`src/rtl/hilo_mac_pkg.sv`:
```
package hilo_mac_pkg;

  localparam int XLEN = 64;
  localparam int HALF = XLEN / 2;
  localparam int OPC_W = 6;
  localparam int FN_W = 6;

  localparam logic [OPC_W-1:0] OPC_SPECIAL = 6'b000000;
  localparam logic [FN_W-1:0]  FN_ACC      = 6'b101000;
  localparam logic [FN_W-1:0]  FN_DACC     = 6'b101001;

  typedef enum logic [1:0] {
    OP_NONE = 2'd0,
    OP_ACC  = 2'd1,
    OP_DACC = 2'd2
  } mac_op_e;

  typedef struct packed {
    logic [XLEN-1:0] hi;
    logic [XLEN-1:0] lo;
  } hilo_t;

  // Sign-extend a half word to full width.
  function automatic logic [XLEN-1:0] widen_signed(input logic [HALF-1:0] h);
    return {{HALF{h[HALF-1]}}, h};
  endfunction

  // Signed product of two half words, exact in XLEN bits.
  function automatic logic [XLEN-1:0] signed_product(input logic [HALF-1:0] a,
                                                     input logic [HALF-1:0] b);
    logic [XLEN-1:0] wa, wb;
    wa = widen_signed(a);
    wb = widen_signed(b);
    return wa * wb;
  endfunction

  // Accumulator view formed from the low halves of HI and LO.
  function automatic logic [XLEN-1:0] joined_acc(input logic [XLEN-1:0] hi,
                                                 input logic [XLEN-1:0] lo);
    return {hi[HALF-1:0], lo[HALF-1:0]};
  endfunction

  // Accumulate into the joined low halves; upper halves stay put.
  function automatic hilo_t acc_update(input logic [XLEN-1:0] hi,
                                       input logic [XLEN-1:0] lo,
                                       input logic [XLEN-1:0] prod);
    hilo_t r;
    logic [XLEN-1:0] sum;
    sum  = joined_acc(hi, lo) + prod;
    r.hi = {hi[XLEN-1:HALF], sum[XLEN-1:HALF]};
    r.lo = {lo[XLEN-1:HALF], sum[HALF-1:0]};
    return r;
  endfunction

  // Doubleword accumulate into LO only.
  function automatic logic [XLEN-1:0] dacc_update(input logic [XLEN-1:0] lo,
                                                  input logic [XLEN-1:0] prod);
    return lo + prod;
  endfunction

endpackage

```
`src/rtl/mac_op_decode.sv`:
```
module mac_op_decode
  import hilo_mac_pkg::*;
(
  input  logic        valid,
  input  logic [31:0] word,
  output mac_op_e     op,
  output logic        is_acc,
  output logic        is_dacc
);

  logic shell_ok;
  logic unused_regfields;

  assign unused_regfields = ^word[25:16];
  assign shell_ok = (word[31:26] == OPC_SPECIAL) && (word[15:6] == '0);

  always_comb begin
    op = OP_NONE;
    if (valid && shell_ok) begin
      if (word[5:0] == FN_ACC)       op = OP_ACC;
      else if (word[5:0] == FN_DACC) op = OP_DACC;
    end
  end

  assign is_acc  = (op == OP_ACC);
  assign is_dacc = (op == OP_DACC);

  always_comb begin
    assert_excl_R2: assert ($onehot0({is_acc, is_dacc}));
    if (is_acc || is_dacc)
      assert_shell_R2: assert (word[31:26] == '0 && word[15:6] == '0 && valid);
  end

endmodule

```
`src/rtl/mac_multiplier.sv`:
```
module mac_multiplier
  import hilo_mac_pkg::*;
#(
  parameter bit USE_ARRAY = 1'b0
) (
  input  logic [HALF-1:0] a,
  input  logic [HALF-1:0] b,
  output logic [XLEN-1:0] prod
);

  generate
    if (USE_ARRAY) begin : g_array
      // Shift-add over sign-extended operands, exact modulo 2^XLEN.
      logic [XLEN-1:0] ax, bx;
      logic [XLEN-1:0] psum [0:XLEN];
      assign ax = widen_signed(a);
      assign bx = widen_signed(b);
      assign psum[0] = '0;
      for (genvar i = 0; i < XLEN; i++) begin : g_row
        assign psum[i+1] = psum[i] + (bx[i] ? (ax << i) : '0);
      end
      assign prod = psum[XLEN];
    end else begin : g_op
      assign prod = signed_product(a, b);
    end
  endgenerate

endmodule

```
`src/rtl/mac_accum_path.sv`:
```
module mac_accum_path
  import hilo_mac_pkg::*;
(
  input  mac_op_e         op,
  input  logic [XLEN-1:0] hi,
  input  logic [XLEN-1:0] lo,
  input  logic [XLEN-1:0] prod,
  output logic [XLEN-1:0] hi_next,
  output logic [XLEN-1:0] lo_next,
  output logic            hi_touch,
  output logic            lo_touch
);

  hilo_t acc_res;

  always_comb begin
    acc_res  = acc_update(hi, lo, prod);
    hi_next  = hi;
    lo_next  = lo;
    hi_touch = 1'b0;
    lo_touch = 1'b0;
    unique case (op)
      OP_ACC: begin
        hi_next  = acc_res.hi;
        lo_next  = acc_res.lo;
        hi_touch = 1'b1;
        lo_touch = 1'b1;
      end
      OP_DACC: begin
        lo_next  = dacc_update(lo, prod);
        lo_touch = 1'b1;
      end
      default: ;
    endcase
  end

endmodule

```
`src/rtl/hilo_regfile.sv`:
```
module hilo_regfile
  import hilo_mac_pkg::*;
(
  input  logic            clk,
  input  logic            rst,
  input  logic            hi_ld,
  input  logic            lo_ld,
  input  logic [XLEN-1:0] hi_d,
  input  logic [XLEN-1:0] lo_d,
  output logic [XLEN-1:0] hi_r,
  output logic [XLEN-1:0] lo_r
);

  always_ff @(posedge clk) begin
    if (rst) begin
      hi_r <= '0;
      lo_r <= '0;
    end else begin
      if (hi_ld) hi_r <= hi_d;
      if (lo_ld) lo_r <= lo_d;
    end
  end

  assert_reset_clears_R1: assert property (@(posedge clk) disable iff (rst)
    $past(rst) |-> (hi_r == '0 && lo_r == '0));

  assert_hi_hold_R5: assert property (@(posedge clk) disable iff (rst)
    !hi_ld |=> $stable(hi_r));

  assert_lo_hold_R5: assert property (@(posedge clk) disable iff (rst)
    !lo_ld |=> $stable(lo_r));

endmodule

```
`src/rtl/hilo_mac_unit.sv`:
```
module hilo_mac_unit
  import hilo_mac_pkg::*;
#(
  parameter bit USE_ARRAY_MUL = 1'b0
) (
  input  logic            clk,
  input  logic            rst,
  input  logic            insn_valid,
  input  logic [31:0]     insn_word,
  input  logic [XLEN-1:0] src_a,
  input  logic [XLEN-1:0] src_b,
  input  logic            hi_wr_en,
  input  logic            lo_wr_en,
  input  logic [XLEN-1:0] wr_data,
  output logic [XLEN-1:0] hi_q,
  output logic [XLEN-1:0] lo_q
);

  mac_op_e         op;
  logic            acc_fire, dacc_fire;
  logic [XLEN-1:0] prod;
  logic [XLEN-1:0] hi_next, lo_next;
  logic            hi_touch, lo_touch;
  logic            hi_load, lo_load;
  logic [XLEN-1:0] hi_d, lo_d;
  logic            accept;
  logic            unused_src_upper;

  assign accept = insn_valid && !rst;
  assign unused_src_upper = ^{src_a[XLEN-1:HALF], src_b[XLEN-1:HALF]};

  mac_op_decode u_dec (
    .valid   (accept),
    .word    (insn_word),
    .op      (op),
    .is_acc  (acc_fire),
    .is_dacc (dacc_fire)
  );

  mac_multiplier #(.USE_ARRAY(USE_ARRAY_MUL)) u_mul (
    .a    (src_a[HALF-1:0]),
    .b    (src_b[HALF-1:0]),
    .prod (prod)
  );

  mac_accum_path u_path (
    .op       (op),
    .hi       (hi_q),
    .lo       (lo_q),
    .prod     (prod),
    .hi_next  (hi_next),
    .lo_next  (lo_next),
    .hi_touch (hi_touch),
    .lo_touch (lo_touch)
  );

  // Direct loads take priority per register.
  assign hi_load = hi_wr_en || hi_touch;
  assign lo_load = lo_wr_en || lo_touch;
  assign hi_d    = hi_wr_en ? wr_data : hi_next;
  assign lo_d    = lo_wr_en ? wr_data : lo_next;

  hilo_regfile u_regs (
    .clk   (clk),
    .rst   (rst),
    .hi_ld (hi_load),
    .lo_ld (lo_load),
    .hi_d  (hi_d),
    .lo_d  (lo_d),
    .hi_r  (hi_q),
    .lo_r  (lo_q)
  );

  assert_acc_sum_R3: assert property (@(posedge clk) disable iff (rst)
    (acc_fire && !hi_wr_en && !lo_wr_en) |=>
      ({hi_q[HALF-1:0], lo_q[HALF-1:0]} ==
       $past({hi_q[HALF-1:0], lo_q[HALF-1:0]}) + $past(prod)));

  assert_acc_upper_keep_R3: assert property (@(posedge clk) disable iff (rst)
    (acc_fire && !hi_wr_en && !lo_wr_en) |=>
      (hi_q[XLEN-1:HALF] == $past(hi_q[XLEN-1:HALF]) &&
       lo_q[XLEN-1:HALF] == $past(lo_q[XLEN-1:HALF])));

  assert_dacc_sum_R4: assert property (@(posedge clk) disable iff (rst)
    (dacc_fire && !lo_wr_en) |=> (lo_q == $past(lo_q) + $past(prod)));

  assert_dacc_hi_keep_R4: assert property (@(posedge clk) disable iff (rst)
    (dacc_fire && !hi_wr_en) |=> $stable(hi_q));

  assert_hi_write_R8: assert property (@(posedge clk) disable iff (rst)
    hi_wr_en |=> (hi_q == $past(wr_data)));

  assert_lo_write_R8: assert property (@(posedge clk) disable iff (rst)
    lo_wr_en |=> (lo_q == $past(wr_data)));

endmodule

```
`config.mk`:
```
export PLATFORM = sky130hd
export DESIGN_NAME = hilo_mac_unit
export DESIGN_NICKNAME = d
export VERILOG_FILES = /design/src/rtl/hilo_mac_pkg.sv /design/src/rtl/mac_op_decode.sv /design/src/rtl/mac_multiplier.sv /design/src/rtl/mac_accum_path.sv /design/src/rtl/hilo_regfile.sv /design/src/rtl/hilo_mac_unit.sv
export SDC_FILE = /design/constraint.sdc
export NUM_CORES = 2
export LEC_CHECK = 0
export BUFFER_PORTS_ARGS = -buffer_cell sky130_fd_sc_hd__buf_2
export CAP_MARGIN = 20
export CELL_PAD_IN_SITES_DETAIL_PLACEMENT = 0
export CELL_PAD_IN_SITES_GLOBAL_PLACEMENT = 1
export CORE_MARGIN = 4
export CORE_UTILIZATION = 53
export CTS_CLUSTER_DIAMETER = 50
export DETAILED_ROUTE_END_ITERATION = 7
export HOLD_SLACK_MARGIN = 0.06
export PLACE_DENSITY = 0.95
export RECOVER_POWER = 25
export SYNTH_ARGS = -nofsm -noshare
export SYNTH_HDL_FRONTEND = slang
export SYNTH_SLANG_ARGS = --single-unit
```
`constraint.sdc`:
```
create_clock -name clk -period 26.2 [get_ports clk]
set_input_delay 3.93 -clock clk [delete_from_list [all_inputs] [get_ports clk]]
set_output_delay 3.93 -clock clk [all_outputs]
set_load 0.005 [all_outputs]
```
==> reports/results.ini <==
[setup_path]
worstPathRequired_ps=26570
end_kind=flop
cp.arrival_ps=15080
crit_path_max_incr_delay_ps=1050
crit_top_cell=fa_1
cpMaxStageDelayCell=fa_1
cp_top_family=adder cells
cp_max_fo=32
path_buf_inv=5
path_class=in2reg
startpoint_type=input port

[floorplanning]
start_util_pct=53.7
chipHeight_um=305
core_sq_um=87000
die_w_um=305
dieArea_sq_um=92900
ios=357
num_rows=108

[logic_synthesis]
synthTopCellsByCount=fa_1, inv_1, nand2_1
synth-seq-cells=128
synthCells=5247
ys.flop_type=dfxtp_1
syn_avg_cell_area_sq_um=8.90
synth.largest_area_cell=fa_1
netlist_top_cells_area=fa_1, inv_1, ha_1
synth.most_common_cell=fa_1
synth_cell_type_count=93
synth_edf_count=0
ys_seq_area_share_pct=5.49
yosysWarnings=0
async_flop_share_pct=0
syn-cell-area_sq_um=46700
syn_nets=6837
synth_top_area_share_pct=46.4

[routing]
initialDrtViolationCount=2375
postRouteAntennaNets=0
drt_wl_total_um=130000
via_count=36500
dr.pass1.iters=5
wl_per_cell_um=20.1
drc=0
via_per_inst=5.66

[clock_tree]
htreeDepth=4
clock-sinks=128
clock_latency_ps=440
cts-root-buf=clkbuf_16
cts_buffers=17
cts_resized=0
postCtsSetupBuffers=0
clockBufferDepth=2
path_clk_slew_ps=60
holdBufCountCts=0
cts_tree=done

[global_routing]
antenna_found_initial=2
grt_pass1_wl_um=213000
grt_max_degree=77
grt_pass1_vias=39300
grt.total_usage_pct=28.6
grt-ovfl-total=0

[timing]
skew_ps=10.9
fmax_mhz=68.0
slew-limit-headroom_pct=-10.8
finalHoldViolCount=0
min_period_ps=14710
layout_worst_path_cycle_share_pct=56.1
setup_viol=0
fin_setup_tns_ps=0
rsz0062_at_grt=no
tightest_slew_ps=1660
slew_viol_final=26

[run]
timing.max_cap.violations=1

[place]
port_buffers=282
place_congestion=0.951
dp_hpwl_um=108000

[cells_and_area]
final_nets=6863
drive_gt1_share_pct=6.28
syn2layout_area_growth_pct=5.11

[run_status]
run_status=complete, but fails checks
violations=capacitance limit, slew limit

[worst_hold_path]
hold_class=reg2reg

[stage by stage]
step / hold slack (ps) / std cells / setup WS [ps] / util (%) / instance area (sq um)
2_1_floorplan: 483 / 5247 / 12940 / - / 46700
3_3_place_gp: 469 / 6409 / 11260 / 55.7 / 48500
3_5_place_dp: 477 / 6409 / 11130 / 55.7 / 48500
4_1_cts: 491 / 6441 / 11530 / 56.4 / 49100
5_1_grt: 514 / 6441 / 10780 / 56.4 / 49100
6_report: 493 / 6445 / 11490 / 56.4 / 49100
[metal layers]
metal  vias to the layer above  part of all wire (%)  GRT usage (%)
met5                         -                0.0054              0
met4                         2                   4.0           10.2
met3                       287                   6.0           3.41
met2                      1271                    50           49.1
met1                     18800                    40           37.9
li1                      16100                     -              -
[area by class of cell]
cell class | instances | area, sq um
Tap cell | 1155 | 1450
Multi-Input combinational cell | 3844 | 39200
Antenna cell | 4 | 10.0
Inverter | 983 | 3690
Clock buffer | 22 | 464
Clock inverter | 10 | 183
Timing Repair Buffer | 299 | 1500
Fill cell | 7838 | 37900
Sequential cell | 128 | 2560
[final timing paths]
kind / from / to / slack, ps / cells after the start
max: src_b[5] / u_regs.hi_r[31]$_SDFFE_PP0N_ / 11490 / 33
max reg2reg: u_regs.lo_r[2]$_SDFFE_PP0P_ / u_regs.hi_r[31]$_SDFFE_PP0N_ / 21730 / 13
min reg2reg: u_regs.hi_r[38]$_SDFFE_PP0P_ / u_regs.hi_r[38]$_SDFFE_PP0P_ / 490 / 2
min: u_regs.hi_r[38]$_SDFFE_PP0P_ / u_regs.hi_r[38]$_SDFFE_PP0P_ / 490 / 2
[cells in the final DEF, fill, tap and decap left out, types with 8 or more instances in the layout]
master and count:
fa_1 1083, inv_1 981, nand2_1 684, and2_1 490, ha_1 278, a21oi_1 249
buf_2 247, nor2_1 179, dfxtp_1 128, o21ai_0 125, a21o_1 99, xnor2_1 89
xor2_1 60, clkbuf_1 37, nand2b_1 36, mux2i_1 36, nand3_1 30, o211a_1 29
o211ai_1 27, nor3_1 27, o21bai_1 27, a31oi_1 27, nand4_1 26, and3_1 25
a211oi_1 22, buf_4 18, o21a_1 17, clkbuf_16 17, nor2b_1 16, a221oi_1 12
nor4_1 10, o22ai_1 8
[sequential cells by signal, indices dropped and copies added, names as in the netlist]
register / cells
u_regs.hi_r: 64
u_regs.lo_r: 64
[worst register-to-register path, stage by stage, from the launching register on]
cell and delay, ps:
dfxtp_1 340, ha_1 370, o21ai_0 130, o211ai_1 280, a41oi_1 300, nor4_1 760
o211ai_1 280, a21oi_1 500, a211oi_1 190, nor3b_1 490, a221oi_2 130, xnor3_1 350
nand2b_1 150, a21oi_1 130
[cell families (layout without fill, tap and decap cells)]
group / Yosys count / after routing / share of synthesized area, %
buf+inv: 1275 / 1314 / 10.5
compound gates: 736 / 736 / 10.2
mux: 37 / 37 / 0.796
simple gates: 1560 / 1560 / 16.2
other cells: 0 / 4 / 0
fa+ha+maj: 1361 / 1361 / 53.9
xor+xnor: 150 / 150 / 2.84
flops: 128 / 128 / 5.49
Power is not shown: default switching activity piles up to over one toggle a cycle in this logic, so the estimate is an artifact.
